### config.mk
export PLATFORM = sky130hd
export DESIGN_NAME = simd_avgsad_unit
export DESIGN_NICKNAME = d
export VERILOG_FILES = /design/src/rtl/simd_avgsad_pkg.sv /design/src/rtl/simd_lane_avg.sv /design/src/rtl/simd_absdiff.sv /design/src/rtl/simd_reduce_add.sv /design/src/rtl/simd_avgsad_unit.sv
export SDC_FILE = /design/constraint.sdc
export NUM_CORES = 1
export LEC_CHECK = 0
export BUFFER_PORTS_ARGS = -buffer_cell sky130_fd_sc_hd__buf_2
export CAP_MARGIN = 20
export CORE_ASPECT_RATIO = 1.4
export CORE_MARGIN = 8
export CORE_UTILIZATION = 55
export CTS_CLUSTER_DIAMETER = 200
export DETAILED_ROUTE_END_ITERATION = 12
export PLACE_DENSITY = 0.77
export SLEW_MARGIN = 0
export SYNTH_ARGS = -nofsm -noshare
export SYNTH_HDL_FRONTEND = slang
export SYNTH_SLANG_ARGS = --single-unit
### constraint.sdc
create_clock -name clk -period 7.7 [get_ports clk]
set_clock_uncertainty 0.05 [all_clocks]
set_input_delay 1.155 -clock clk [delete_from_list [all_inputs] [get_ports clk]]
set_output_delay 1.155 -clock clk [all_outputs]
set_load 0.02 [all_outputs]
### src/rtl/simd_avgsad_pkg.sv
package simd_avgsad_pkg;

    typedef enum logic [1:0] {
        OP_AVG_B = 2'd0,
        OP_AVG_W = 2'd1,
        OP_SAD   = 2'd2,
        OP_RSVD  = 2'd3
    } simd_op_e;

endpackage

### src/rtl/simd_lane_avg.sv
module simd_lane_avg #(
    parameter int LANE_W = 8,
    parameter int LANES  = 8
) (
    input  logic [LANE_W*LANES-1:0] op_a,
    input  logic [LANE_W*LANES-1:0] op_b,
    output logic [LANE_W*LANES-1:0] avg
);
    localparam int SUM_W = LANE_W + 1;

    for (genvar g = 0; g < LANES; g++) begin : g_lane
        logic [SUM_W-1:0] wide_sum;
        assign wide_sum = {1'b0, op_a[g*LANE_W +: LANE_W]}
                        + {1'b0, op_b[g*LANE_W +: LANE_W]}
                        + SUM_W'(1);
        assign avg[g*LANE_W +: LANE_W] = wide_sum[SUM_W-1:1];
    end

endmodule

### src/rtl/simd_absdiff.sv
module simd_absdiff #(
    parameter int ELEM_W = 8,
    parameter int LANES  = 8
) (
    input  logic [ELEM_W*LANES-1:0] op_a,
    input  logic [ELEM_W*LANES-1:0] op_b,
    output logic [ELEM_W*LANES-1:0] mag
);
    localparam int DIFF_W = ELEM_W + 1;

    for (genvar g = 0; g < LANES; g++) begin : g_lane
        logic [ELEM_W-1:0] ea;
        logic [ELEM_W-1:0] eb;
        logic [DIFF_W-1:0] diff;
        logic [DIFF_W-1:0] pos;
        assign ea   = op_a[g*ELEM_W +: ELEM_W];
        assign eb   = op_b[g*ELEM_W +: ELEM_W];
        // sign-extended subtraction, range -(2^ELEM_W - 1) .. +(2^ELEM_W - 1)
        assign diff = {ea[ELEM_W-1], ea} - {eb[ELEM_W-1], eb};
        assign pos  = diff[DIFF_W-1] ? (~diff + DIFF_W'(1)) : diff;
        assign mag[g*ELEM_W +: ELEM_W] = pos[ELEM_W-1:0];
    end

endmodule

### src/rtl/simd_reduce_add.sv
module simd_reduce_add #(
    parameter int IN_W  = 8,
    parameter int N     = 4,
    parameter int OUT_W = 16
) (
    input  logic [IN_W*N-1:0] terms,
    output logic [OUT_W-1:0]  total
);
    always_comb begin
        total = '0;
        for (int i = 0; i < N; i++) begin
            total = total + OUT_W'(terms[i*IN_W +: IN_W]);
        end
    end

endmodule

### src/rtl/simd_avgsad_unit.sv
module simd_avgsad_unit
    import simd_avgsad_pkg::*;
#(
    parameter int DATA_W = 64,
    parameter int SAD_W  = 16
) (
    input  logic              clk,
    input  logic              rst,
    input  logic              in_valid,
    input  logic [1:0]        in_op,
    input  logic [DATA_W-1:0] in_a,
    input  logic [DATA_W-1:0] in_b,
    output logic              out_valid,
    output logic [DATA_W-1:0] out_data
);
    localparam int BYTE_W = 8;
    localparam int WORD_W = 16;
    localparam int NB     = DATA_W / BYTE_W;
    localparam int NW     = DATA_W / WORD_W;
    localparam int HALF   = NB / 2;
    localparam int HALF_W = HALF * BYTE_W;

    typedef struct packed {
        // stage 1: lane results and byte magnitudes
        logic              s1_vld;
        simd_op_e          s1_op;
        logic [DATA_W-1:0] s1_avg;
        logic [DATA_W-1:0] s1_mag;
        // stage 2: two partial SAD sums
        logic              s2_vld;
        simd_op_e          s2_op;
        logic [DATA_W-1:0] s2_avg;
        logic [SAD_W-1:0]  s2_lo;
        logic [SAD_W-1:0]  s2_hi;
        // stage 3: formatted result
        logic              s3_vld;
        logic [DATA_W-1:0] s3_data;
    } pipe_t;

    pipe_t pipe_d, pipe_q;

    logic [DATA_W-1:0] avg_b, avg_w, mag;
    logic [SAD_W-1:0]  part_lo, part_hi;

    simd_lane_avg #(.LANE_W(BYTE_W), .LANES(NB)) u_avg_b (
        .op_a(in_a), .op_b(in_b), .avg(avg_b)
    );

    simd_lane_avg #(.LANE_W(WORD_W), .LANES(NW)) u_avg_w (
        .op_a(in_a), .op_b(in_b), .avg(avg_w)
    );

    simd_absdiff #(.ELEM_W(BYTE_W), .LANES(NB)) u_absdiff (
        .op_a(in_a), .op_b(in_b), .mag(mag)
    );

    simd_reduce_add #(.IN_W(BYTE_W), .N(HALF), .OUT_W(SAD_W)) u_red_lo (
        .terms(pipe_q.s1_mag[HALF_W-1:0]), .total(part_lo)
    );

    simd_reduce_add #(.IN_W(BYTE_W), .N(NB - HALF), .OUT_W(SAD_W)) u_red_hi (
        .terms(pipe_q.s1_mag[DATA_W-1:HALF_W]), .total(part_hi)
    );

    always_comb begin
        pipe_d = pipe_q;

        pipe_d.s1_vld = in_valid;
        pipe_d.s1_op  = simd_op_e'(in_op);
        pipe_d.s1_avg = (simd_op_e'(in_op) == OP_AVG_W) ? avg_w : avg_b;
        pipe_d.s1_mag = mag;

        pipe_d.s2_vld = pipe_q.s1_vld;
        pipe_d.s2_op  = pipe_q.s1_op;
        pipe_d.s2_avg = pipe_q.s1_avg;
        pipe_d.s2_lo  = part_lo;
        pipe_d.s2_hi  = part_hi;

        pipe_d.s3_vld  = pipe_q.s2_vld;
        pipe_d.s3_data = '0;
        if (pipe_q.s2_vld) begin
            case (pipe_q.s2_op)
                OP_AVG_B, OP_AVG_W: pipe_d.s3_data = pipe_q.s2_avg;
                OP_SAD:   pipe_d.s3_data[SAD_W-1:0] = pipe_q.s2_lo + pipe_q.s2_hi;
                default:  pipe_d.s3_data = '0;
            endcase
        end
    end

    always_ff @(posedge clk) begin
        if (rst) begin
            pipe_q <= '0;
        end else begin
            pipe_q <= pipe_d;
        end
    end

    assign out_valid = pipe_q.s3_vld;
    assign out_data  = pipe_q.s3_data;

endmodule

==> run metrics <==
outcome finished clean; flop-to-flop setup slack 4.23 ns; synthesized instance count 1917; n_diodes 0; endpoints failing setup 0; drc violations 0; startpoint types register; hold_buf cts 0; CTS root buffer clkbuf_16; type of the most critical hold path register to register; Initial Util 56.0%; Sink Count 283; clock tree buffer depth 3; Post-synth EDFFs 0; leakage 8.95 nW; Iter 0 DRT Violations 538; crit-path cells ha_1 -> inv_1 -> fa_1 -> inv_1 -> a21oi_1 -> o21ai_0 -> xnor2_1 -> fa_1 -> inv_1 -> ha_1 -> o21ai_0 -> nand2b_1 -> a21o_1 -> a21o_1 -> a21o_1 -> a21oi_1 -> nor2_1; Top delay family on crit path adder cells; first-pass GRT wire length 58300 um; Via-to-Cell Ratio 5.13; Yosys top cell by area dfxtp_1; sequential share of the synthesized area 33.7%; ranking of synthesized cells by area dfxtp_1 (34%), ha_1 (14%), xnor2_1 (5.7%); Final Hold Viols 0; initial antenna violation count 0; top cell type's share of synthesized area 33.7%; Filler cells 2657; Post-DP HPWL 27000 um; CTS Buf Count 29; max_cap viols 0; Max Fclk 288 MHz; # Post-CTS Setup Buffers 0; CTS tree built; dominant synthesized flop cell dfxtp_1; share of cells above drive strength 1 13.8%; input/output buffers 197; vias in the first global route 12900; Die X 164 um; Total Wirelength 35000 um; slowest cell on the critical path fa_1; Avg Cell Area, Syn 8.77 sq um; most frequent cells after synthesis dfxtp_1 (283), inv_1 (225), nor2_1 (209); Vias 12500; worst slew pin tran 0.825 ns; CTS-repair resized insts 0; nets 2381; slowest stage delay, CP 0.50 ns; # rows 75; Pwr Density 251 nW/um^2; RSZ-0062 raised after global routing no; top-count cell post-synth dfxtp_1; Ports 198; post-place setup slack 3.94 ns; Worst Path Buf+Inv 3; Worst VDD drop 0.166 mV; setup TNS 0 ns; clk_lat worst skew 0.54 ns; Detail Route Antenna Nets 0; slack of the critical path 4.23 ns; Tot GR Track Use 18.9%; pin count of the biggest net entering global routing 84; Rel. slew slack 45.0%; CP required 8.07 ns; CP max FO 3; crit path time final 3.47 ns; Seq cells post-synth 283; number of H-tree levels 1; max-slew violations 0; global placer's final weighted congestion 0.868; warnings from Yosys 0; clock slew at reported path FFs 0.06 ns; WL per Instance 14.4 um; die area 36500 sq um; remaining global-route overflow 0; FFs w/ async S/R, synth 0%; post-synth cell types 74; floorplan core area 30000 sq um; Post-Syn Nets 2269; Pre-antenna DRT Iters 6; crit path kind register to register; area grow syn2layout 10.6%; Worst EP arrival 3.84 ns; final worst-path cycle share 45.0%; Critical Path End Type register; Post-Syn Area 16800 sq um; Die Span Y 223 um
==> state kept, by name, summed over array words and instances (netlist names) <==
register,flops
pipe_q,150
pipe_d,68
out_data,64
out_valid,1
==> where the power goes <==
part           switching (mW)  internal, mW
Sequential             0.0534          1.64
Clock                   0.587         0.841
Combinational           0.853         0.690
Total                    1.49          3.17
==> per-stage QoR <==
| stage | cells | hold WS (ns) | total power [mW] | instance area, sq um | util [%] |
|---|---|---|---|---|---|
| 2_1_floorplan | 1917 | 0.356 | 2.92 | 16800 | - |
| 3_3_place_gp | 2383 | 0.358 | 3.22 | 17600 | 58.7 |
| 3_5_place_dp | 2383 | 0.360 | 3.26 | 17600 | 58.7 |
| 4_1_cts | 2433 | 0.375 | 4.71 | 18600 | 61.9 |
| 5_1_grt | 2433 | 0.391 | 4.98 | 18600 | 61.9 |
| 6_report | 2433 | 0.374 | 4.66 | 18600 | 61.9 |
==> routing by layer <==
metal  routed length, um  track usage, %  up-vias
met4                1090            7.23        0
li1                    -               -     6407
met5                   0               0        -
met2               17900            34.9      227
met3                1280            2.20       62
met1               14600            21.5     5786
==> path summary, 6_finish.rpt <==
check,end,cells past startpoint,start
setup / recovery,pipe_q[74]$_SDFF_PP0_,17,pipe_q[196]$_SDFF_PP0_
setup reg to reg,pipe_q[74]$_SDFF_PP0_,17,pipe_q[196]$_SDFF_PP0_
hold / removal,out_data[53]$_SDFF_PP0_,1,pipe_q[150]$_SDFF_PP0_
hold reg to reg,out_data[53]$_SDFF_PP0_,1,pipe_q[150]$_SDFF_PP0_
==> cell usage in the layout, fill, tap and decap left out, types with 4 or more instances in the layout <==
master        n
nor4_1        9
nor2b_1     113
or3_1        42
dfxtp_1     283
nand3_1       5
nand2_1      32
ha_1        182
o31ai_1      11
xor2_1       40
nor3_1       37
a31oi_1      12
clkbuf_8      5
a22o_1        7
a22oi_1       6
a21oi_1     122
nor2_1      208
a311oi_1      6
o31a_1        5
buf_2       196
a211oi_1      9
nand2b_1     19
or2_2         6
o21ai_1       4
o21bai_1     16
fa_1         37
clkbuf_16    29
a21o_1       44
clkinvlp_4    6
o22ai_1       4
inv_1       225
xnor2_1     110
a221oi_1      4
o21ai_0      68
o21a_1        7
mux2i_1       6
buf_4         5
and2_1       61
==> logic make-up after synthesis <==
group | synth area share [%]
muxes | 0.424
AOI/OAI and AO/OA | 14.0
and+or+nand+nor | 16.7
xor gates and xnor gates | 7.82
DFF | 33.7
buffers and inverters | 9.34
adders and majority gates | 18.0
==> layout make-up <==
class	instances	area (sq um)	share of cell area, %
Timing Repair Buffer	202	1030	5.54
Clock inverter	13	169	0.908
Multi-Input combinational cell	1284	9580	51.5
Inverter	229	860	4.62
Clock buffer	37	806	4.33
Sequential cell	283	5670	30.5
Tap cell	385	482	2.59
Note: power is estimated with default switching activity, not from simulation.
